[src/rtl/psf_pkg.sv]
package psf_pkg;
  localparam int CTRL_W = 64;
  // control bit positions (software-visible, order is behaviour)
  localparam int B_EVT_ON = 0;
  localparam int B_TYP_ON = 1;
  localparam int B_LAT_ON = 2;
  localparam int B_BRANCH = 16;
  localparam int B_LOAD   = 17;
  localparam int B_STORE  = 18;

  typedef enum logic [1:0] {
    CLS_OTHER  = 2'd0,
    CLS_LOAD   = 2'd1,
    CLS_STORE  = 2'd2,
    CLS_BRANCH = 2'd3
  } op_class_e;

  // mask of the bits the register really holds
  function automatic logic [CTRL_W-1:0] impl_mask();
    logic [CTRL_W-1:0] m;
    m = '0;
    m[B_EVT_ON] = 1'b1;
    m[B_TYP_ON] = 1'b1;
    m[B_LAT_ON] = 1'b1;
    m[B_BRANCH] = 1'b1;
    m[B_LOAD]   = 1'b1;
    m[B_STORE]  = 1'b1;
    return m;
  endfunction
endpackage

[src/rtl/psf_ctrl_reg.sv]
module psf_ctrl_reg
  import psf_pkg::*;
(
  input  logic              clk,
  input  logic              rst_n,
  input  logic              wr_en,
  input  logic [CTRL_W-1:0] wr_data,
  output logic [CTRL_W-1:0] rd_data,
  output logic              evt_on,
  output logic              typ_on,
  output logic              lat_on,
  output logic              br_sel,
  output logic              ld_sel,
  output logic              st_sel
);
  localparam logic [CTRL_W-1:0] KEEP_BITS = impl_mask();

  logic [CTRL_W-1:0] ctrl_q;

  // reset value is not defined for software; zero keeps simulation deterministic
  always_ff @(posedge clk) begin
    if (!rst_n)      ctrl_q <= '0;
    else if (wr_en)  ctrl_q <= wr_data & KEEP_BITS;
  end

  assign rd_data = ctrl_q;
  assign evt_on  = ctrl_q[B_EVT_ON];
  assign typ_on  = ctrl_q[B_TYP_ON];
  assign lat_on  = ctrl_q[B_LAT_ON];
  assign br_sel  = ctrl_q[B_BRANCH];
  assign ld_sel  = ctrl_q[B_LOAD];
  assign st_sel  = ctrl_q[B_STORE];

  a_r1_write_readback: assert property (@(posedge clk) disable iff (!rst_n)
    wr_en |=> rd_data == ($past(wr_data) & KEEP_BITS));

  a_r1_hold_without_write: assert property (@(posedge clk) disable iff (!rst_n)
    !wr_en |=> $stable(rd_data));
endmodule

[src/rtl/psf_type_match.sv]
module psf_type_match
  import psf_pkg::*;
#(
  parameter bit EMPTY_AS_OFF = 1'b1
) (
  input  logic      typ_on,
  input  logic      br_sel,
  input  logic      ld_sel,
  input  logic      st_sel,
  input  op_class_e cls,
  input  logic      atomic,
  input  logic      ret_data,
  output logic      type_ok
);
  logic is_load, is_store, is_branch, hit, any_sel;

  assign is_store  = (cls == CLS_STORE) || atomic;
  assign is_load   = (cls == CLS_LOAD)  || (atomic && ret_data);
  assign is_branch = (cls == CLS_BRANCH);
  assign hit       = (st_sel && is_store) || (ld_sel && is_load) || (br_sel && is_branch);
  assign any_sel   = br_sel || ld_sel || st_sel;

  generate
    if (EMPTY_AS_OFF) begin : g_empty_off
      assign type_ok = !typ_on || !any_sel || hit;
    end else begin : g_empty_drop
      assign type_ok = !typ_on || hit;
    end
  endgenerate
endmodule

[src/rtl/psf_decide.sv]
module psf_decide #(
  parameter int LAT_W        = 16,
  parameter int EVT_W        = 64,
  parameter bit EMPTY_AS_OFF = 1'b1
) (
  input  logic             clk,
  input  logic             rst_n,
  input  logic             smp_valid,
  input  logic             type_ok,
  input  logic             evt_on,
  input  logic             lat_on,
  input  logic [LAT_W-1:0] min_lat,
  input  logic [EVT_W-1:0] evt_sel,
  input  logic [LAT_W-1:0] smp_latency,
  input  logic [EVT_W-1:0] smp_events,
  output logic             dec_valid,
  output logic             dec_keep
);
  function automatic logic long_enough(input logic [LAT_W-1:0] lat,
                                       input logic [LAT_W-1:0] thr);
    return !(lat < thr);
  endfunction

  function automatic logic has_all(input logic [EVT_W-1:0] ev,
                                   input logic [EVT_W-1:0] sel);
    return (ev & sel) == sel;
  endfunction

  logic lat_ok, evt_ok, keep_now;

  generate
    if (EMPTY_AS_OFF) begin : g_empty_off
      assign lat_ok = !lat_on || long_enough(smp_latency, min_lat);
      assign evt_ok = !evt_on || has_all(smp_events, evt_sel);
    end else begin : g_empty_drop
      assign lat_ok = !lat_on || ((min_lat != '0) && long_enough(smp_latency, min_lat));
      assign evt_ok = !evt_on || ((evt_sel != '0) && has_all(smp_events, evt_sel));
    end
  endgenerate

  assign keep_now = lat_ok && type_ok && evt_ok;

  always_ff @(posedge clk) begin
    if (!rst_n) begin
      dec_valid <= 1'b0;
      dec_keep  <= 1'b0;
    end else begin
      dec_valid <= smp_valid;
      dec_keep  <= smp_valid && keep_now;
    end
  end

  a_r3_decision_follows: assert property (@(posedge clk) disable iff (!rst_n)
    smp_valid |=> dec_valid);

  a_r3_no_spurious: assert property (@(posedge clk) disable iff (!rst_n)
    !smp_valid |=> !dec_valid && !dec_keep);

  a_r5_short_dropped: assert property (@(posedge clk) disable iff (!rst_n)
    smp_valid && lat_on && (smp_latency < min_lat) |=> !dec_keep);

  a_r8_missing_event: assert property (@(posedge clk) disable iff (!rst_n)
    smp_valid && evt_on && ((smp_events & evt_sel) != evt_sel) |=> !dec_keep);

  a_r9_type_veto: assert property (@(posedge clk) disable iff (!rst_n)
    smp_valid && !type_ok |=> !dec_keep);

  a_r4_all_off_keeps: assert property (@(posedge clk) disable iff (!rst_n)
    smp_valid && !evt_on && !lat_on && type_ok |=> dec_keep);
endmodule

[src/rtl/psamp_filter.sv]
module psamp_filter
  import psf_pkg::*;
#(
  parameter int LAT_W        = 16,
  parameter int EVT_W        = 64,
  parameter bit EMPTY_AS_OFF = 1'b1
) (
  input  logic             clk,
  input  logic             rst_n,
  input  logic             reg_wr_en,
  input  logic [63:0]      reg_wr_data,
  output logic [63:0]      reg_rd_data,
  input  logic [LAT_W-1:0] min_lat,
  input  logic [EVT_W-1:0] evt_sel,
  input  logic             smp_valid,
  input  logic [1:0]       smp_class,
  input  logic             smp_atomic,
  input  logic             smp_ret_data,
  input  logic [LAT_W-1:0] smp_latency,
  input  logic [EVT_W-1:0] smp_events,
  output logic             dec_valid,
  output logic             dec_keep
);
  logic evt_on, typ_on, lat_on, br_sel, ld_sel, st_sel;
  logic type_ok;

  psf_ctrl_reg u_ctrl (
    .clk     (clk),
    .rst_n   (rst_n),
    .wr_en   (reg_wr_en),
    .wr_data (reg_wr_data),
    .rd_data (reg_rd_data),
    .evt_on  (evt_on),
    .typ_on  (typ_on),
    .lat_on  (lat_on),
    .br_sel  (br_sel),
    .ld_sel  (ld_sel),
    .st_sel  (st_sel)
  );

  psf_type_match #(.EMPTY_AS_OFF(EMPTY_AS_OFF)) u_type (
    .typ_on   (typ_on),
    .br_sel   (br_sel),
    .ld_sel   (ld_sel),
    .st_sel   (st_sel),
    .cls      (op_class_e'(smp_class)),
    .atomic   (smp_atomic),
    .ret_data (smp_ret_data),
    .type_ok  (type_ok)
  );

  psf_decide #(.LAT_W(LAT_W), .EVT_W(EVT_W), .EMPTY_AS_OFF(EMPTY_AS_OFF)) u_dec (
    .clk         (clk),
    .rst_n       (rst_n),
    .smp_valid   (smp_valid),
    .type_ok     (type_ok),
    .evt_on      (evt_on),
    .lat_on      (lat_on),
    .min_lat     (min_lat),
    .evt_sel     (evt_sel),
    .smp_latency (smp_latency),
    .smp_events  (smp_events),
    .dec_valid   (dec_valid),
    .dec_keep    (dec_keep)
  );

  a_r3_keep_qualified: assert property (@(posedge clk) disable iff (!rst_n)
    !dec_valid |-> !dec_keep);

  a_r1_reserved_zero: assert property (@(posedge clk) disable iff (!rst_n)
    reg_rd_data[63:19] == '0 && reg_rd_data[15:3] == '0);
endmodule

[config.mk]
export PLATFORM = sky130hd
export DESIGN_NAME = psamp_filter
export DESIGN_NICKNAME = d
export VERILOG_FILES = /design/src/rtl/psf_pkg.sv /design/src/rtl/psf_ctrl_reg.sv /design/src/rtl/psf_type_match.sv /design/src/rtl/psf_decide.sv /design/src/rtl/psamp_filter.sv
export SDC_FILE = /design/constraint.sdc
export NUM_CORES = 1
export LEC_CHECK = 0
export ABC_AREA = 1
export BUFFER_PORTS_ARGS = -buffer_cell sky130_fd_sc_hd__buf_2
export CAP_MARGIN = 20
export CORE_AREA = 2 2 114 116
export DETAILED_ROUTE_END_ITERATION = 16
export DIE_AREA = 0 0 116 118
export PLACE_DENSITY = 0.5
export SYNTH_ARGS = -nofsm -noshare
export SYNTH_HDL_FRONTEND = slang
export SYNTH_SLANG_ARGS = --single-unit
[constraint.sdc]
create_clock -name clk -period 1.2 [get_ports clk]
set_input_delay 0.06 -clock clk [delete_from_list [all_inputs] [get_ports clk]]
set_output_delay 0.06 -clock clk [all_outputs]
set_load 0.02 [all_outputs]
==> metrics list, run 1 <==
* Maximum buffer depth of the clock tree: 2
* Post-cts hold buffer count: 0
- Area taken by multi-input logic gates: 0.001105 sq mm
- Number of global-route vias before repair: 1975
- After clock tree synthesis, the setup repair step added 0 buffers.
- The die is 116 microns wide.
- Fillers: 1508
- The first detailed-routing pass ran for 4 iterations.
- Number of enable-type register cells in the synthesized netlist: 0
- Met2 wirelength from detailed routing: 2768 microns
* Worst setup skew after layout: 0.001242 ns
* Number of standard-cell rows in the floorplan: 41
- Of the cells placed in the final design, the portion with a size suffix greater than 1 is 35.63%.
* Peak fanout along the critical path: 5
- The root buffer cell chosen for the clock tree is clkbuf_16.
- The worst setup path is of the reg -> reg kind.
- Max cap viols: 0
* Average size of a mapped cell: 5.395 sq um
- Clock buffer count from CTS: 3
* Worst r2r path cells: 6
- Post-route ant nets: 0
* Leftover overflow at the end of global routing: 0
* Die boundary height: 118 microns
- FF+latch count, synth: 8
- CTS built an H-tree with a depth of 1.
- Timing analysis after detailed placement gives a worst setup slack of -0.03001 ns.
- The startpoint identified for the worst register-to-register timing path is u_ctrl.rd_data[17].
- Routed length on met1: 2319 microns
- Setup repair after global routing left no endpoint under its margin.
- Overall power consumption after layout is estimated at 0.001634 W.
* Total Nets Final: 771
- Kind of launch point of the worst setup path: flop
- After detailed routing, the number of remaining DRC violations is 0.
- Wire length of the first global-routing pass: 8473 microns
- Status: finished clean
- Area of the core: 0.01241 sq mm
- Gate count after technology mapping: 343
- buf_4 takes more of the synthesized area than any other cell.
- For this block, the routed nets add up to 5709 microns of wire.
- The Yosys step of the flow raised 0 warnings.
* Highest routed metal layer: met4
* Leakage: 1.938 nW
- The worst setup path is captured at a flop.
- For the worst setup path, the data required time is 1.32 ns.
- The die covers 0.01369 sq mm.
* Min Clock Period, post-route: 1.036 ns
- Counting instances, the worst hold path has a depth of 3.
* Number of antenna violations at the first check in global routing: 0
- Data arrives at the worst endpoint at 1.16 ns.
- The worst hold path terminates at u_dec.dec_valid.
- Fraction of the yosys area taken by sequential cells: 8.654%
- Once detailed placement completed, the half-perimeter wirelength came to 5389 microns.
* Routed wirelength normalized by instance count: 8.226 microns
* Count of port buffers added during placement: 181
* Worst-case setup margin in the final layout: 0.1636 ns
* Worst min path class: in -> reg
- Dividing the final minimum period by the clock period gives 86.37%.
* Top Ports: 298
- Clock tree synthesis found a total of 8 sinks.
- End of the worst register-to-register path: u_dec.dec_keep
- Met3 routed WL: 566 microns
- The final hold violation count was 0.
* Power per Cell Area: 584.5 mW/mm^2
- Maximum clock frequency: 0.9649 GHz
- Once the floorplan was initialized, standard cells occupied 14.91% of the core.
* Startpoint of the lowest-slack hold path: smp_valid
* Via count: 2204
- Max rail drop VDD: 0.3460 mV
- Setup tns final: 0 ns
* Most used standard cells in the synthesized netlist: nand2_1, inv_1, buf_4
- Measured on the finished design, the core utilization comes to 22.52%.
- Primary FF master, synth: dfxtp_1
- Reg-to-reg slack, setup: 0.16 ns
- Area growth from synthesis to final layout: 51.05%
* Clock insertion delay at the later pin of the skew report: 0.23 ns
* Gr usage total: 7.619%
- Routability congestion estimate: 0.7548
- After synthesis, the cell types taking the most area are buf_4, nand2_1, inv_1.
* Iter 0 DRT Violations: 49
* Final setup violation count: 0
- Area fraction of the dominant cell type after synthesis: 25.96%
- Gates resized, CTS repair: 0
- After clock tree synthesis, the clock-pin slew on the worst setup and hold paths is 0.04 ns.
* Diodes inserted: 0
- Most instantiated library cell after synthesis: nand2_1
- Clock tree from TritonCTS: done
- The final max-slew violation count was 0.
- The netlist uses 15 different library cells.
- The sequential cells in the finished layout cover a total of 160.2 sq um.
* Pin count of the biggest net entering global routing: 8
* Proportion of synthesized flip-flops having asynchronous set or reset: 0%
* Via count normalized by instance count: 3.176
* Netlist area before placement: 0.001851 sq mm
[stage by stage]
step                      cells  area (sq um)  hold slack [ns]
after floorplan             400          2064           0.1721
after global placement      691          2720           0.2747
after detailed placement    691          2720           0.2707
after CTS                   694          2795          0.03370
after global routing        694          2795          0.03852
final                       694          2795          0.03568
[sequential cells by signal, summed over array words and instances, names as in the netlist]
name             cells
u_ctrl.rd_data       6
u_dec.dec_keep       1
u_dec.dec_valid      1
[cell usage in the layout (no fill, tap or decap)]
cell,instances
a21oi_1,7
nand3b_1,1
clkbuf_16,3
buf_2,181
ha_1,15
dfxtp_1,8
nand2_1,88
a211oi_1,1
inv_1,85
buf_4,2
o21ai_0,25
nor3_1,3
nor2_1,38
nand3_1,2
conb_1,58
nand4_1,1
o21ai_1,4
[where the power goes]
| group | switching, W | total, W | leakage [nW] | internal (W) |
|---|---|---|---|---|
| sequential | 0.0000134 | 0.000299 | 0.0665 | 0.000286 |
| clock | 0.000127 | 0.000557 | 0.0370 | 0.000429 |
| combinational | 0.000439 | 0.000778 | 1.83 | 0.000339 |
[layout make-up]
| cell class | instances | share of cell area [%] |
|---|---|---|
| tap | 172 | 7.699 |
| multi-input combinational | 243 | 39.53 |
| clock buffer | 3 | 2.686 |
| inverter | 85 | 11.41 |
| sequential | 8 | 5.730 |
| timing repair buffer | 183 | 32.95 |
[routing by layer]
layer,track usage [%],vias to the layer above
met5,0,-
met4,1.563,0
met3,1.236,4
met2,14.25,123
met1,8.964,835
li1,-,1242
[worst max-delay path by stage]
stage	endpoint	slack, ns	from	cells after the start
5_1_grt	u_dec.dec_keep	0.07	min_lat[5]	9
2_1_floorplan	u_dec.dec_keep	0.17	min_lat[11]	8
3_3_place_gp	u_dec.dec_keep	-0.04	min_lat[11]	9
4_1_cts	u_dec.dec_keep	0.11	u_ctrl.rd_data[17]	6
6_report	u_dec.dec_keep	0.16	u_ctrl.rd_data[17]	6
3_5_place_dp	u_dec.dec_keep	-0.03	min_lat[11]	9
[critical path: stages, from the launching register on]
cell	delay (ns)
dfxtp_1	0.33
o21ai_0	0.15
o21ai_0	0.09
nor3_1	0.17
nor2_1	0.06
nand2_1	0.08
nor2_1	0.04
[cells by family after synthesis]
logic type	count (synthesis)	share of synthesized area [%]
buffers and inverters	149	43.21
other	1	0.2026
DFF	8	8.654
and+or+nand+nor	133	27.65
adders and majority gates	15	10.14
AOI/OAI and AO/OA	37	10.14
Note: power is estimated with default switching activity, not from simulation.
==> run 2: changes to the inputs <==
==> constraint.sdc (replaced) <==
create_clock -name clk -period 1.2 [get_ports clk]
set_input_delay 0.12 -clock clk [delete_from_list [all_inputs] [get_ports clk]]
set_output_delay 0.12 -clock clk [all_outputs]
set_load 0.02 [all_outputs]
==> metrics list, run 2 (same netlist as run 1, synthesis figures left out) <==
- Leakage: 1.948 nW
* Detailed placer's ending HPWL: 5435 microns
* Clock transition time at the flip-flop clock pins of the worst setup and hold paths: 0.04 ns
* Max cap viols: 0
- Entering global routing, the biggest net connects 8 pins.
- The first detailed-routing pass took 4 iterations.
- Wire segments on met3 add up to 591 microns in the final route.
* Worst r2r path cells: 6
* Cell at the root of the clock tree: clkbuf_16
- Total Nets Final: 773
- Post-placement cell area: 0.002735 sq mm
- The count of nets left with antenna violations once routing finished came out at 0.
* Clock Sink Count: 8
- Maximum clock frequency: 0.9573 GHz
* Clock tree from TritonCTS: done
- Final instance area: 0.002811 sq mm
* Worst setup skew after layout: 0.001620 ns
- Highest routed metal layer: met4
- Die span in x: 116 microns
- Post-cts hold buffer count: 0
- Along the worst hold path, the cell count comes to 3.
- For this block, the initial DRC count from the detailed router was 44.
* Routability congestion estimate: 0.7535
* Number of design rule violations left after detail routing: 0
- RSZ-0062 raised after global routing: no
- Critical path cell sequence: o21ai_1 > o21ai_0 > nor3_1 > nor2_1 > nand2_1 > nor2_1
- STA puts the critical path data arrival time at 1.16 ns.
- The final max-slew violation count came to 0.
- Commonest non-fill, non-tap cells in the layout: buf_2, nand2_1, inv_1, conb_1, nor2_1
- Wire segments on met2 add up to 2832 microns in the final route.
- Max stage delay cell, worst path: dfxtp_2
* Fin util: 22.65%
- Via count: 2244
- Number of H-tree branching levels: 1
- Startpoint of the lowest-slack hold path: smp_valid
- Port buffering added 181 buffers.
* Fillers: 1483
* Critical Path Sink Type: flop
- Power per Cell Area: 585.1 mW/mm^2
- Cell repeated most along the worst path: nor2_1
- Kind of launch point of the worst setup path: flop
* Fraction of layout cells with a size suffix above 1: 36.07%
- End point of the worst hold path: u_dec.dec_valid
- Summed over all layers, the global routing overflow is 0.
- For this design the top-level I/O count stands at 298.
- The initial antenna violation count is 0.
- Area of the core: 0.01241 sq mm
- After detailed routing, the wire length on met1 is 2289 microns.
- Origin of the critical flop-to-flop path: u_ctrl.rd_data[17]
- Diodes inserted: 0
- Setup violations remaining at the end of the flow were counted as 0.
- The endpoint identified for the worst register-to-register timing path is u_dec.dec_keep.
* Commonest non-fill, non-tap cell in the layout: buf_2
- Via count normalized by instance count: 3.224
- The clock passes through at most 2 buffers.
- Sum of internal, switching and leakage power: 0.001645 W
- Reg-to-reg slack, setup: 0.16 ns
- The min-delay analysis places its worst path in the category in -> reg.
- Relative to the synthesized area, the layout overhead comes to 51.93%.
* Die boundary height: 118 microns
* Placed cell count: 693
* Period Utilization, post-route: 87.05%
* Max rail drop VDD: 0.3562 mV
- Status: finished clean
- For the worst setup path, the data required time is 1.32 ns.
- Number of standard-cell rows in the floorplan: 41
* Gr usage total: 7.420%
* Wire length of the first global-routing pass: 8280 microns
* Clock buffer count from CTS: 3
- The via count of the first global-routing pass is 1955.
* Crit path kind: reg -> reg
* Die Footprint: 0.01369 sq mm
- Min Clock Period, post-route: 1.045 ns
- On the worst path, the slowest cell contributes a delay of 0.33 ns.
* Number of endpoints with negative hold slack in the final report: 0
- The finished layout holds 696 standard cells, fillers aside.
* Setup tns final: 0 ns
* Number of flip-flops in the largest register: 6
- The final layout contains routed wiring with a total length of 5747 microns.
- Peak fanout along the critical path: 5
- Clock latency on the worst-skew pair, taken at its later pin, is 0.23 ns.
- Initial core utilization: 14.91%
* Routed wirelength normalized by instance count: 8.257 microns
==> run 2: cell types whose count changed in the layout (fill, tap and decap cells not counted) <==
cell	delta
buf_4	+2
dfxtp_1	-1
dfxtp_2	+1
o21ai_0	-1
o21ai_1	+1
==> run 2: final cells by class <==
class | count | area, sq um | area share, %
multi-input combinational | 243 | 1105 | 39.30
timing repair buffer | 185 | 935.9 | 33.29
inverter | 85 | 319.1 | 11.35
tap | 172 | 215.2 | 7.655
sequential | 8 | 161.4 | 5.741
clock buffer | 3 | 75.07 | 2.670
==> run 2: per-layer routing <==
| layer | vias to the layer above | global-route usage (%) |
|---|---|---|
| met5 | - | 0 |
| met4 | 0 | 1.339 |
| met3 | 2 | 1.390 |
| met2 | 119 | 14.22 |
| met1 | 875 | 8.409 |
| li1 | 1248 | - |
==> run 2: through the flow <==
stage / setup WS (ns) / hold slack, ns
final: 0.1554 / 0.08739
after global routing: 0.01004 / 0.1114
after CTS: 0.1101 / 0.08469
after detailed placement: -0.08761 / 0.3231
after global placement: -0.09477 / 0.3311
after floorplan: 0.1127 / 0.2321
==> run 2: worst max-delay path, delay by kind of cell, from the launching register on <==
family	cells	cell delay, ns
flip-flops	1	0.33
AO/OA/AOI/OAI	2	0.20
AND/OR/NAND/NOR	4	0.41
==> run 2: worst max path at each step <==
stage,start,endpoint,cells after the start
global route,u_ctrl.rd_data[17],u_dec.dec_keep,6
finish,u_ctrl.rd_data[17],u_dec.dec_keep,6
detailed placement,min_lat[11],u_dec.dec_keep,9
floorplan,min_lat[11],u_dec.dec_keep,8
global placement,min_lat[11],u_dec.dec_keep,9
CTS,u_ctrl.rd_data[17],u_dec.dec_keep,6
==> run 2: repair_timing <==
| action | CTS | global route |
|---|---|---|
| hold endpoints to repair | 0 | 0 |
| buffers inserted | 0 | 0 |
| resized for setup | 0 | 2 |
| endpoints found under the setup margin | 0 | 1 |
==> run 2: power by group <==
part	switching (W)	internal [W]	leakage, nW
Combinational	0.000441	0.000347	1.84
Sequential	0.0000134	0.000286	0.0668
Clock	0.000128	0.000430	0.0370
